$ cat src/rtl/dpwm_pkg.sv
package dpwm_pkg;
  localparam int DUTY_W  = 8;
  localparam int FREQ_W  = 2;
  localparam int CFG_W   = FREQ_W + DUTY_W;
  localparam int NUM_GEN = 2;
  localparam int CNT_W   = DUTY_W + 2;

  typedef enum logic [FREQ_W-1:0] {
    FREQ_SLOW = 2'b00,
    FREQ_MID  = 2'b01,
    FREQ_FAST = 2'b10,
    FREQ_FULL = 2'b11
  } freqSel_e;

  typedef struct packed {
    freqSel_e            freq;
    logic [DUTY_W-1:0]   duty;
  } genCfg_t;

  typedef struct packed {
    logic [NUM_GEN-1:0] commit;
  } dpStrb_t;
endpackage

$ cat src/rtl/dpwm_ctrl.sv
module dpwm_ctrl
  import dpwm_pkg::*;
#(
  parameter int NUM_OUT = 8
) (
  input  logic                      clk,
  input  logic                      rst_n,
  input  logic [NUM_GEN-1:0]        cfgLoad,
  input  genCfg_t [NUM_GEN-1:0]     cfgIn,
  input  logic                      enLoad,
  input  logic [NUM_OUT-1:0]        enIn,
  input  logic                      mapLoad,
  input  logic [NUM_OUT-1:0]        mapIn,
  input  logic [NUM_GEN-1:0]        periodEnd,
  output genCfg_t [NUM_GEN-1:0]     actCfg,
  output logic [NUM_OUT-1:0]        enQ,
  output logic [NUM_OUT-1:0]        mapQ,
  output dpStrb_t                   strb
);
  genCfg_t [NUM_GEN-1:0] pendCfg;

  // A written word waits as pending; it is promoted only at the period end.
  always_ff @(posedge clk or negedge rst_n) begin
    if (!rst_n) begin
      pendCfg <= '0;
      actCfg  <= '0;
    end else begin
      for (int g = 0; g < NUM_GEN; g++) begin
        if (cfgLoad[g])   pendCfg[g] <= cfgIn[g];
        if (periodEnd[g]) actCfg[g]  <= pendCfg[g];
      end
    end
  end

  always_ff @(posedge clk or negedge rst_n) begin
    if (!rst_n) begin
      enQ  <= '0;
      mapQ <= '0;
    end else begin
      if (enLoad)  enQ  <= enIn;
      if (mapLoad) mapQ <= mapIn;
    end
  end

  // The datapath restarts its step counter whenever a word is committed.
  always_comb strb.commit = periodEnd;
endmodule

$ cat src/rtl/dpwm_datapath.sv
module dpwm_datapath
  import dpwm_pkg::*;
#(
  parameter int NUM_OUT = 8
) (
  input  logic                   clk,
  input  logic                   rst_n,
  input  dpStrb_t                strb,
  input  genCfg_t [NUM_GEN-1:0]  actCfg,
  input  logic [NUM_OUT-1:0]     enQ,
  input  logic [NUM_OUT-1:0]     mapQ,
  input  logic [NUM_OUT-1:0]     staticLvl,
  output logic [NUM_GEN-1:0]     periodEnd,
  output logic [NUM_OUT-1:0]     outLvl
);
  localparam logic [CNT_W-1:0] LAST_SLOW = {CNT_W{1'b1}};
  localparam logic [CNT_W-1:0] LAST_MID  = {1'b0, {(CNT_W-1){1'b1}}};
  localparam logic [CNT_W-1:0] LAST_FAST = {2'b00, {DUTY_W{1'b1}}};

  logic [NUM_GEN-1:0][CNT_W-1:0]  cnt;
  logic [NUM_GEN-1:0][CNT_W-1:0]  lastCnt;
  logic [NUM_GEN-1:0][DUTY_W-1:0] step;
  logic [NUM_GEN-1:0]             genOut;
  logic [NUM_OUT-1:0]             routed;

  // The frequency code sets how many clocks make one duty step (4, 2 or 1).
  always_comb begin
    for (int g = 0; g < NUM_GEN; g++) begin
      unique case (actCfg[g].freq)
        FREQ_SLOW: begin
          lastCnt[g] = LAST_SLOW;
          step[g]    = cnt[g][CNT_W-1:2];
        end
        FREQ_MID: begin
          lastCnt[g] = LAST_MID;
          step[g]    = cnt[g][CNT_W-2:1];
        end
        default: begin
          lastCnt[g] = LAST_FAST;
          step[g]    = cnt[g][DUTY_W-1:0];
        end
      endcase
      periodEnd[g] = (cnt[g] == lastCnt[g]);
      genOut[g]    = (actCfg[g].freq == FREQ_FULL) ? 1'b1
                                                   : (step[g] < actCfg[g].duty);
    end
  end

  always_ff @(posedge clk or negedge rst_n) begin
    if (!rst_n) begin
      cnt <= '0;
    end else begin
      for (int g = 0; g < NUM_GEN; g++) begin
        cnt[g] <= strb.commit[g] ? '0 : cnt[g] + CNT_W'(1);
      end
    end
  end

  always_comb begin
    for (int n = 0; n < NUM_OUT; n++) begin
      routed[n] = enQ[n] ? genOut[mapQ[n]] : staticLvl[n];
    end
  end

  always_ff @(posedge clk or negedge rst_n) begin
    if (!rst_n) outLvl <= '0;
    else        outLvl <= routed;
  end
endmodule

$ cat src/rtl/dual_pwm_router.sv
module dual_pwm_router
  import dpwm_pkg::*;
#(
  parameter int NUM_OUT = 8
) (
  input  logic               clk,
  input  logic               rst_n,
  input  logic               cfgLoad0,
  input  logic [CFG_W-1:0]   cfgWord0,
  input  logic               cfgLoad1,
  input  logic [CFG_W-1:0]   cfgWord1,
  input  logic               enLoad,
  input  logic [NUM_OUT-1:0] enMask,
  input  logic               mapLoad,
  input  logic [NUM_OUT-1:0] mapMask,
  input  logic [NUM_OUT-1:0] staticLvl,
  output logic [NUM_OUT-1:0] outLvl
);
  genCfg_t [NUM_GEN-1:0] cfgIn;
  genCfg_t [NUM_GEN-1:0] actCfg;
  logic [NUM_GEN-1:0]    cfgLoad;
  logic [NUM_GEN-1:0]    periodEnd;
  logic [NUM_OUT-1:0]    enQ;
  logic [NUM_OUT-1:0]    mapQ;
  dpStrb_t               strb;

  assign cfgIn[0]   = genCfg_t'(cfgWord0);
  assign cfgIn[1]   = genCfg_t'(cfgWord1);
  assign cfgLoad    = {cfgLoad1, cfgLoad0};

  dpwm_ctrl #(.NUM_OUT(NUM_OUT)) u_ctrl (
    .clk       (clk),
    .rst_n     (rst_n),
    .cfgLoad   (cfgLoad),
    .cfgIn     (cfgIn),
    .enLoad    (enLoad),
    .enIn      (enMask),
    .mapLoad   (mapLoad),
    .mapIn     (mapMask),
    .periodEnd (periodEnd),
    .actCfg    (actCfg),
    .enQ       (enQ),
    .mapQ      (mapQ),
    .strb      (strb)
  );

  dpwm_datapath #(.NUM_OUT(NUM_OUT)) u_dp (
    .clk       (clk),
    .rst_n     (rst_n),
    .strb      (strb),
    .actCfg    (actCfg),
    .enQ       (enQ),
    .mapQ      (mapQ),
    .staticLvl (staticLvl),
    .periodEnd (periodEnd),
    .outLvl    (outLvl)
  );
endmodule

$ cat config.mk
export PLATFORM = sky130hd
export DESIGN_NAME = dual_pwm_router
export DESIGN_NICKNAME = d
export VERILOG_FILES = /design/src/rtl/dpwm_pkg.sv /design/src/rtl/dpwm_ctrl.sv /design/src/rtl/dpwm_datapath.sv /design/src/rtl/dual_pwm_router.sv
export SDC_FILE = /design/constraint.sdc
export NUM_CORES = 1
export LEC_CHECK = 0
export BUFFER_PORTS_ARGS = -buffer_cell sky130_fd_sc_hd__clkbuf_2
export CORE_MARGIN = 2
export CORE_UTILIZATION = 50
export DETAILED_ROUTE_END_ITERATION = 7
export GPL_ROUTABILITY_DRIVEN = 1
export PLACE_DENSITY_LB_ADDON = 0.08
export SYNTH_ARGS = -nofsm -noshare
export SYNTH_HDL_FRONTEND = slang
export SYNTH_SLANG_ARGS = --single-unit
$ cat constraint.sdc
create_clock -name clk -period 3.7 [get_ports clk]
set_input_delay 0.185 -clock clk [delete_from_list [all_inputs] [get_ports clk]]
set_output_delay 0.185 -clock clk [all_outputs]
set_load 0.01 [all_outputs]
Word level (Yosys, flattened, before mapping)
Index checks and enable logic that the tools add are counted.
{"block": "word_totals", "in_bits": 50, "reg_bits": 84, "elab_cells": 65, "out_inout_bits": 8}
{"block": "classes", "n_addsub": 2, "n_eq_ne": 6, "reduce_logical": 2, "magnitude_cmp": 10, "mux": 32}
{"operator": "case mux 10 bit (2 select lines)", "n": 2}
{"operator": "case mux 8 bit (2 select lines)", "n": 2}
{"operator": "two-way mux 1 bit", "n": 26}
{"operator": "adder 10 x 1 -> 10 bit (second input constant)", "n": 2}
{"operator": "equality test 10 bit", "n": 2}
{"operator": "two-way mux 10 bit", "n": 2}
{"operator": "less-than comparator 1 x 2 -> 1 bit (second input constant)", "n": 8}
{"operator": "less-than comparator 8 bit", "n": 2}
{"operator": "equality test 2 x 1 -> 1 bit (second input constant)", "n": 2}
{"operator": "equality test 2 bit (second input constant)", "n": 2}
{"operator": "logical NOT 2 bit", "n": 2}

Depth between registers and ports, before layout
Gate-level depths: netlist of run 1.
{"block": "depth", "word_depth": 7, "ltp_mapped": 10, "depth_no_buf": 8}

By module
From an unflattened synthesis of run 1, not the netlist that was laid out.
{"block": "unflattened", "cells_unflattened": 363, "hier_area_um2": 4425.5}
{"mod": "dpwm_ctrl", "area_per_inst_um2": 2324.7, "seq_area_each_um2": 1401.3, "cells_per_inst": 120, "n_inst": 1}
{"mod": "dpwm_datapath", "area_per_inst_um2": 2100.8, "seq_area_each_um2": 700.7, "cells_per_inst": 243, "n_inst": 1}

Worst setup path after synthesis of run 1
Ideal clock, no wire load.
{"block": "synth_timing", "path_kind": "reg2reg", "start": "register, netlist name u_ctrl.actCfg[19]", "end": "register u_dp.outLvl[0]", "path_stages_with_launch": 9, "required_ns": 3.618, "path_slack_ns": 1.526, "n_path_buf": 2, "arrival_time_ns": 2.092, "setup_time_ns": 0.082, "period_less_slack_ns": 2.174, "cell_sequence": "dfrtp_1 -> buf_2 -> clkbuf_1 -> o21ai_0 -> ha_1 -> a21o_1 -> a221oi_2 -> o211ai_1 -> a31oi_1"}
{"block": "synth_between", "elab_chain_cells": 7, "word_cells_on_any_way": 9, "cone_classes": "order compare (1); eq/ne (2); mux (5); reduce/logical (1)"}
{"item": "equality test 2 x 1 -> 1 bit / logical NOT 2 bit (equally long branches)", "line": "dpwm_datapath.sv:29", "rtl": "unique case (actCfg[g].freq)"}
{"item": "case mux 8 bit (2 select lines)", "line": "dpwm_datapath.sv:29"}
{"item": "less-than comparator 8 bit", "line": "dpwm_datapath.sv:45", "rtl": ": (step[g] < actCfg[g].duty);"}
{"item": "two-way mux 1 bit *", "line": "dpwm_datapath.sv:44", "rtl": "genOut[g] = (actCfg[g].freq == FREQ_FULL) ? 1'b1"}
{"item": "two-way mux 1 bit (implied by the code) * (2 in series)", "line": "dpwm_datapath.sv:61", "rtl": "routed[n] = enQ[n] ? genOut[mapQ[n]] : staticLvl[n];"}
{"item": "two-way mux 1 bit *", "line": "dpwm_datapath.sv:61"}
{"item": "net u_dp.routed[0]", "line": "dpwm_datapath.sv:24", "rtl": "logic [NUM_OUT-1:0] routed;"}
{"item": "end signal: assignment", "line": "dpwm_datapath.sv:67", "rtl": "else outLvl <= routed;"}
{"item": "end: declaration", "line": "dpwm_datapath.sv:14", "rtl": "output logic [NUM_OUT-1:0] outLvl"}
Mark *: on every way through the listed nets, which the timed path passes. The rest lies on a longest branch. The select of a mux whose other input is x is not followed.
A chain may end at the register's enable or synchronous reset.

Worst setup path after layout of run 1
{"block": "layout_timing", "start": "register, netlist name u_ctrl.actCfg[18]", "end": "register u_dp.outLvl[7]"}
{"block": "layout_between", "elab_chain_cells": 7, "word_cells_on_any_way": 9, "cone_classes": "order compare (1); eq/ne (2); mux (5); reduce/logical (1)"}
{"item": "equality test 2 x 1 -> 1 bit / logical NOT 2 bit (equally long branches)", "line": "dpwm_datapath.sv:29"}
{"item": "case mux 8 bit (2 select lines)", "line": "dpwm_datapath.sv:29"}
{"item": "less-than comparator 8 bit", "line": "dpwm_datapath.sv:45"}
{"item": "two-way mux 1 bit *", "line": "dpwm_datapath.sv:44"}
{"item": "two-way mux 1 bit (implied by the code) * (2 in series)", "line": "dpwm_datapath.sv:61"}
{"item": "two-way mux 1 bit *", "line": "dpwm_datapath.sv:61"}
{"item": "net u_dp.routed[7]", "line": "dpwm_datapath.sv:24"}
Marks and branches as above.

==> results of run 1 <==
[kinds of logic (layout without fill, tap and decap cells)]
kind of cell	after synthesis	after routing	share of synthesized area [%]
flip-flops	84	84	51.00
XOR/XNOR	16	16	3.400
AND/OR/NAND/NOR	78	78	9.168
buffers and inverters	38	99	4.250
multiplexers	66	66	17.55
adder cells (fa/ha/maj)	16	16	4.857
AO/OA/AOI/OAI	62	62	9.776
[final timing paths]
path	to	startpoint	cells after the start
max	u_dp.outLvl[7]$_DFF_PN0_	u_ctrl.actCfg[18]$_DFFE_PN0N_	7
min reg2reg	u_dp.outLvl[7]$_DFF_PN0_	u_ctrl.enQ[7]$_DFFE_PN0P_	1
max in group asynchronous	u_ctrl.mapQ[2]$_DFFE_PN0P_	rst_n	1
min in group clk	u_ctrl.mapQ[7]$_DFFE_PN0P_	mapMask[7]	3
max reg2reg	u_dp.outLvl[7]$_DFF_PN0_	u_ctrl.actCfg[18]$_DFFE_PN0N_	7
min	u_dp.cnt[16]$_DFF_PN0_	rst_n	1
[registers in the layout (all words and copies together) (netlist names)]
signal	cells
u_ctrl.actCfg	20
u_ctrl.pendCfg	20
u_dp.cnt	20
u_ctrl.enQ	8
u_ctrl.mapQ	8
u_dp.outLvl	8
[critical path, cell delays in order, from the launching register on]
cell and delay (ns):
dfrtp_1 0.65, mux2i_1 0.25, o21ai_0 0.11, ha_1 0.33, a21o_1 0.19, a221oi_2 0.64
o211ai_1 0.17, a31oi_1 0.19
[routing by layer]
metal  part of all wire, %  vias up  routed length, um  track usage, %
met2                    45       56               3434           28.84
li1                      -     1372                  -               -
met5                     0        -                  0               0
met1                    50     1349               3831           26.78
met4                  0.99        0                 76           5.435
met3                   4.0        9                306           4.868
[power by group]
part | internal, mW | total, mW | leakage, nW | switching (mW)
logic | 0.0603 | 0.118 | 0.944 | 0.0575
registers | 0.965 | 0.992 | 1.05 | 0.0266
clock network | 0.337 | 0.671 | 0.105 | 0.333
total | 1.36 | 1.78 | 2.10 | 0.417
[final cells by class]
| cell class | count | area (um^2) |
|---|---|---|
| well taps | 105 | 131.4 |
| multi-input cells | 238 | 1844 |
| inverters | 26 | 97.59 |
| clock inverters | 6 | 71.32 |
| repair buffers | 57 | 287.8 |
| fillers | 726 | 3421 |
| clock buffers | 10 | 137.6 |
| flip-flops and latches | 84 | 2102 |
[stage by stage]
stage	utilization, %	hold slack, ns	instances	cell area [um^2]	setup WS, ns
finish	57.73	0.01015	526	4672	1.094
global route	57.73	0.03403	526	4672	0.8974
CTS	57.73	0.03103	526	4672	1.139
detailed placement	55.15	0.4097	510	4463	1.175
global placement	55.15	0.3987	510	4463	1.244
floorplan	-	-0.1106	360	4121	1.526
[cells in the final DEF, fill, tap and decap left out, types with 8 or more instances in the layout]
cell	netlist	layout
a31oi_1	12	12
clkbuf_2	0	56
clkbuf_8	0	10
dfrtp_1	84	84
ha_1	16	16
inv_1	24	24
mux2_1	20	20
mux2_2	30	30
mux2i_1	16	16
nand2_1	28	28
nand3_1	8	8
nor2_1	21	21
o211ai_1	16	16
o21ai_0	22	22
xnor2_1	8	8
xor2_1	8	8
==> qor.yml, run 1 <==
clock_tree:
  cts_setup_buffers: 0
  clk_latency_ns: 0.35
  cts_tree: "done"
  h-tree-depth: 3
  cts_hold_buf: 0
  cts_buffers: 9
  clkTransAtPathRegs_ns: 0.08
  clkSinkCount: 84
  cts_root_buf: "clkbuf_8"
  cts_buffer_depth: 2
  cts_resized: 0
outcome:
  status: "finished, final reports clean"
setup_path:
  worstSetupPathType: "register to register"
  arrival_ns: 2.88
  r2r_slack_ns: 1.09
  cp_max_fo: 11
  end_kind: "register"
  crit_required_ns: 3.97
  start_kind: "register"
layout:
  drive_gt1_share_pct: 26.60
  synthToLayoutAreaGrowth_pct: 13.36
  fin_nets: 482
  num_antenna_cells: 0
sta:
  skew_ns: 0.008713
  setup_viol: 0
  post-route-period-util_pct: 70.44
  slew_violations: 0
  fmax_ghz: 0.3837
  post-route-min-period_ns: 2.606
  slew_headroom_pct: 31.62
  tightest_slew_ns: 1.026
  rsz0062_at_grt: "no"
  tns_ns: 0
  finalHoldViolCount: 0
pwr:
  p_total_mw: 1.780
  leakagePower_nw: 2.101
  ir_worst_vdd_mv: 0.3009
  p_per_area_nw_per_um2: 381.1
floorplanning:
  core_um2: 8093
  ios: 58
  dieArea_um2: 8985
  rows: 33
  chipHeight_um: 94.79
  initial_core_util_pct: 50.93
  die_w_um: 94.79
global_routing:
  grt_max_degree: 85
  grt-ovfl-total: 0
  antenna_found_initial: 0
  gr-usage-all-layers_pct: 18.91
  grt_pass1_vias: 2740
  grt_pass1_wl_mm: 13.08
synth:
  synth_edf_count: 0
  async_flop_share_pct: 100.0
  synth-seq-cells: 84
  syn_avg_cell_area_um2: 11.45
  synth_top_area_share_pct: 51.00
  synth_warnings: 0
  ys_top_cells_by_area: "dfrtp_1 51%, mux2_2 8.2%, mux2_1 5.5%, ha_1 4.9%, mux2i_1 3.9%"
  yosys-top-cells-count: "84 x dfrtp_1, 30 x mux2_2, 28 x nand2_1, 24 x inv_1, 22 x o21ai_0"
  synth_cell_type_count: 32
  seq_area_frac_synth_pct: 51.00
  yosysMostFrequentCell: "dfrtp_1"
  synthCells: 360
  synth_area_um2: 4121
  synth_top_cell_by_area: "dfrtp_1"
  synthFlopType: "dfrtp_1"
  synth_fp_nets: 426
place:
  detailed_place_hpwl_mm: 5.542
  gp_congestion: 0.7820
  portBuffers: 57
route:
  post_drt_wl_per_cell_um: 14.54
  antenna_left: 0
  drtIter0Drc: 68
  routed_via_density: 5.297
  wirelength_mm: 7.648
  drt_first_pass_iters: 4
  vias: 2786
  post-route-drc-count: 0
worst_hold_path:
  hold_path_class: "input port to async pin"
flow_run:
  max_cap_violations: 0
Note: power is estimated with default switching activity, not from simulation.
==> run 2: changes to the inputs <==
clock period = 2.5 ns   (was 3.7 ns; I/O delays follow)
==> run 2 against run 1 <==
Combinational power is 81% higher. Global-route usage is 0.20 points higher. Cell count is 6.1% higher. Fmax is 13% higher. First-iteration DRC count is 29% higher.
==> qor.yml, run 2 (synthesis results as in run 1) <==
layout:
  drive_gt1_share_pct: 25.83
  ff_latch_area_um2: 2102
  mostFrequentLayoutCell: "dfrtp_1"
  n_fill_cell: 710
  layout.cells.non_filler: 558
  fin_nets: 514
  num_antenna_cells: 0
  final_cell_mix: "84 x dfrtp_1, 56 x clkbuf_2, 30 x mux2_2"
  multi_input_area_um2: 1844
  top_regs: "u_ctrl.actCfg x20, u_ctrl.pendCfg x20, u_dp.cnt x20"
  utilization_pct: 61.86
  design_area_um2: 5006
  synthToLayoutAreaGrowth_pct: 21.46
global_routing:
  grt.busiest_layer: "met2"
  antenna_found_initial: 0
  grt_use_met2_pct: 28.96
  grt-ovfl-total: 0
  grt_pass1_wl_mm: 13.19
  grt_max_degree: 49
  grt_pass1_vias: 2749
  grtUsageMet3_pct: 3.192
  gr-usage-all-layers_pct: 19.11
  use_met1_pct: 26.80
pwr:
  p_per_area_nw_per_um2: 552.5
  ir_worst_vdd_mv: 0.4085
  leakagePower_nw: 2.251
  p_total_mw: 2.766
floorplanning:
  rows: 33
  ios: 58
  dieArea_um2: 8985
  initial_core_util_pct: 50.93
  core_um2: 8093
  die_w_um: 94.79
  chipHeight_um: 94.79
clock_tree:
  clkTransAtPathRegs_ns: 0.09
  cts_tree: "done"
  cts_setup_buffers: 0
  cts_root_buf: "clkbuf_8"
  clk_latency_ns: 0.36
  h-tree-depth: 3
  cts_resized: 0
  cts_buffers: 9
  cts_hold_buf: 26
  cts_buffer_depth: 2
  clkSinkCount: 84
setup_path:
  crit_required_ns: 2.78
  worst_r2r_startpoint: "u_ctrl.actCfg[18]$_DFFE_PN0N_"
  start_kind: "register"
  crit_start: "u_ctrl.actCfg[18]$_DFFE_PN0N_"
  cp_max_fo: 8
  end_kind: "register"
  worstSetupPathType: "register to register"
  arrival_ns: 2.59
route:
  antenna_left: 0
  post_drt_wl_per_cell_um: 14.17
  post-route-drc-count: 0
  drtIter0Drc: 88
  routed_via_density: 5.247
  vias: 2928
  wirelength_mm: 7.907
  drt_first_pass_iters: 4
sta:
  skew_ns: 0.01312
  post-route-period-util_pct: 92.26
  fmax_ghz: 0.4336
  rsz0062_at_grt: "no"
  slew_violations: 0
  tns_ns: 0
  holdWs_ns: 0.005624
  setup_viol: 0
  slew_headroom_pct: 63.23
  tightest_slew_ns: 0.5516
  finalHoldViolCount: 0
  setup_slack_ns: 0.1936
  post-route-min-period_ns: 2.306
place:
  pre_cts_slack_ns: 0.1969
  detailed_place_hpwl_mm: 5.452
  dp_cells: 515
  portBuffers: 57
  placed_area_um2: 4513
  gp_congestion: 0.7568
outcome:
  status: "finished, final reports clean"
worst_hold_path:
  min_from: "mapMask[3]"
  hold_path_class: "input port to register"
flow_run:
  max_cap_violations: 0
[run 2: cell count changes in the layout (fill, tap and decap cells not counted), sizes merged]
cell and delta:
buf +5, bufinv +1, clkbuf -1, dlygate4sd3 +27
[run 2: metal layers]
layer | vias up | wire length, um | share of wire, %
met1 | 1392 | 3863 | 49
met3 | 14 | 337 | 4.3
li1 | 1440 | - | -
met5 | - | 0 | 0
met4 | 0 | 170 | 2.1
met2 | 82 | 3537 | 45
[run 2: worst max-delay path, stage by stage (launching register included)]
cell and delay [ns]:
dfrtp_1 0.49, buf_4 0.21, mux2i_1 0.17, o21ai_0 0.11, ha_1 0.35, nand3_1 0.09
a31oi_1 0.05, a221oi_2 0.25, buf_4 0.21, o211ai_1 0.10, a31oi_1 0.20
[run 2: path summary, 6_finish.rpt]
check,end,slack (ns),cells after the start
worst min register to register,u_dp.outLvl[2]$_DFF_PN0_,0.47,1
worst max register to register,u_dp.outLvl[7]$_DFF_PN0_,0.19,10
worst min-delay path,u_ctrl.mapQ[3]$_DFFE_PN0P_,0.006,3
max in group asynchronous,u_ctrl.actCfg[5]$_DFFE_PN0N_,1.63,3
worst max-delay path,u_dp.outLvl[7]$_DFF_PN0_,0.19,10
min in group asynchronous,u_dp.cnt[13]$_DFF_PN0_,0.25,2
[run 2: cell type report]
type / count / area share (%)
clock buffer: 9 / 2.474
timing repair buffer: 89 / 12.15
tap: 105 / 2.624
inverter: 26 / 1.950
multi-input combinational: 238 / 36.84
sequential: 84 / 41.99
clock inverter: 7 / 1.975
[run 2: where the power goes]
group	internal, mW	switching, mW
combinational	0.120	0.0931
clock	0.570	0.518
sequential	1.43	0.0368
total	2.12	0.647
==> run 3: changes to the inputs <==
==> constraint.sdc (replaced) <==
create_clock -name clk -period 2.5 [get_ports clk]
set_input_delay 0.5 -clock clk [delete_from_list [all_inputs] [get_ports clk]]
set_output_delay 0.5 -clock clk [all_outputs]
set_load 0.01 [all_outputs]
==> run 3 against run 2 <==
Core utilization decreased by 3.3 points. Critical path depth unchanged. Register-to-register slack about the same. Critical path type unchanged. Critical endpoint unchanged. Largest power group unchanged.
==> qor.yml, run 3 (synthesis results as in run 1) <==
pwr:
  p_total_mw: 2.732
  power_frac_seq_pct: 53.6
  ir_worst_vdd_mv: 0.4131
  switchingPower_mw: 0.6410
  leakagePower_nw: 2.138
  p_per_area_nw_per_um2: 576.9
  swShare_pct: 23.46
  intPower_mw: 2.091
  p_comb_share_pct: 6.6
  p_clk_share_pct: 39.8
route:
  routed_via_density: 5.301
  post_drt_wl_per_cell_um: 14.40
  post-route-drc-count: 0
  antenna_left: 0
  vias: 2815
  drt_first_pass_iters: 4
  drtIter0Drc: 92
  wirelength_mm: 7.648
layout:
  drive_gt1_share_pct: 27.46
  mostFrequentLayoutCell: "dfrtp_1"
  num_antenna_cells: 0
  synthToLayoutAreaGrowth_pct: 14.91
  utilization_pct: 58.52
  fin_nets: 487
  final_cell_mix: "84 x dfrtp_1, 56 x clkbuf_2, 30 x mux2_2"
  top_regs: "u_ctrl.actCfg x20, u_ctrl.pendCfg x20, u_dp.cnt x20"
  n_fill_cell: 745
  layout.cells.non_filler: 531
sta:
  skew_ns: 0.01345
  rsz0062_at_grt: "no"
  slew_violations: 0
  slew_headroom_pct: 63.12
  setup_viol: 0
  tns_ns: 0
  fmax_ghz: 0.4335
  tightest_slew_ns: 0.5532
  finalHoldViolCount: 0
  post-route-period-util_pct: 92.28
  post-route-min-period_ns: 2.307
setup_path:
  worstSetupPathType: "register to register"
  end_kind: "register"
  arrival_ns: 2.59
  start_kind: "register"
  crit_required_ns: 2.78
  cp_max_fo: 8
global_routing:
  antenna_found_initial: 0
  grt_pass1_wl_mm: 12.86
  gr-usage-all-layers_pct: 18.64
  grt_max_degree: 49
  grt-ovfl-total: 0
  grt_pass1_vias: 2660
clock_tree:
  clkSinkCount: 84
  h-tree-depth: 3
  cts_buffer_depth: 2
  cts_setup_buffers: 0
  cts_root_buf: "clkbuf_8"
  clk_latency_ns: 0.36
  cts_tree: "done"
  clkTransAtPathRegs_ns: 0.09
  cts_hold_buf: 0
  cts_resized: 0
  cts_buffers: 9
place:
  dp_cells: 515
  gp_congestion: 0.7568
  detailed_place_hpwl_mm: 5.452
  portBuffers: 57
floorplanning:
  initial_core_util_pct: 50.93
  core_um2: 8093
  ios: 58
  dieArea_um2: 8985
  chipHeight_um: 94.79
  rows: 33
  die_w_um: 94.79
outcome:
  status: "finished, final reports clean"
worst_hold_path:
  hold_path_class: "input port to async pin"
flow_run:
  max_cap_violations: 0
[run 3: cell type report]
type	count	area (um^2)	area share, %
multi-input combinational	238	1844	38.94
inverter	26	97.59	2.061
clock buffer	9	123.9	2.616
timing repair buffer	62	337.8	7.133
tap	105	131.4	2.774
clock inverter	7	98.84	2.087
sequential	84	2102	44.39
[run 3: metrics by stage]
step | area (um^2) | hold slack, ns | worst slack, ns
2_1_floorplan | 4121 | 0.2044 | 0.3261
3_3_place_gp | 4513 | 0.4687 | 0.3021
3_5_place_dp | 4513 | 0.4715 | 0.1969
4_1_cts | 4736 | 0.1040 | 0.1748
5_1_grt | 4736 | 0.1211 | 0.03322
6_report | 4736 | 0.08882 | 0.1929
[run 3: worst paths after layout]
| check | cells after the start | slack (ns) | to | startpoint |
|---|---|---|---|---|
| max in group asynchronous | 2 | 1.79 | u_ctrl.actCfg[5]$_DFFE_PN0N_ | rst_n |
| worst min register to register | 1 | 0.47 | u_dp.outLvl[2]$_DFF_PN0_ | u_ctrl.enQ[2]$_DFFE_PN0P_ |
| worst min-delay path | 1 | 0.09 | u_dp.cnt[13]$_DFF_PN0_ | rst_n |
| worst max-delay path | 10 | 0.19 | u_dp.outLvl[7]$_DFF_PN0_ | u_ctrl.actCfg[18]$_DFFE_PN0N_ |
| min in group clk | 3 | 0.35 | u_ctrl.mapQ[7]$_DFFE_PN0P_ | mapMask[7] |
| worst max register to register | 10 | 0.19 | u_dp.outLvl[7]$_DFF_PN0_ | u_ctrl.actCfg[18]$_DFFE_PN0N_ |
[run 3: worst max-delay path: stages, from the launching register on]
cell      delay [ns]
dfrtp_1         0.49
buf_4           0.21
mux2i_1         0.17
o21ai_0         0.11
ha_1            0.35
nand3_1         0.09
a31oi_1         0.05
a221oi_2        0.25
buf_4           0.21
o211ai_1        0.10
a31oi_1         0.20
[run 3: routing by layer]
metal  GRT usage, %  vias up  wire (um)
met2          27.66       74       3429
met5              0        -          0
li1               -     1381          -
met3          3.113       12        318
met1          26.70     1348       3750
met4          8.696        0        150
[run 3: power groups by stage]
| stage | combinational (mW) | clock [mW] | sequential, mW |
|---|---|---|---|
| final | 0.179 | 1.09 | 1.47 |
| after global routing | 0.202 | 1.17 | 1.48 |
| after CTS | 0.184 | 1.11 | 1.47 |
| after detailed placement | 0.184 | 0 | 1.49 |
| after global placement | 0.180 | 0 | 1.49 |
| after floorplan | 0.0796 | 0 | 1.49 |
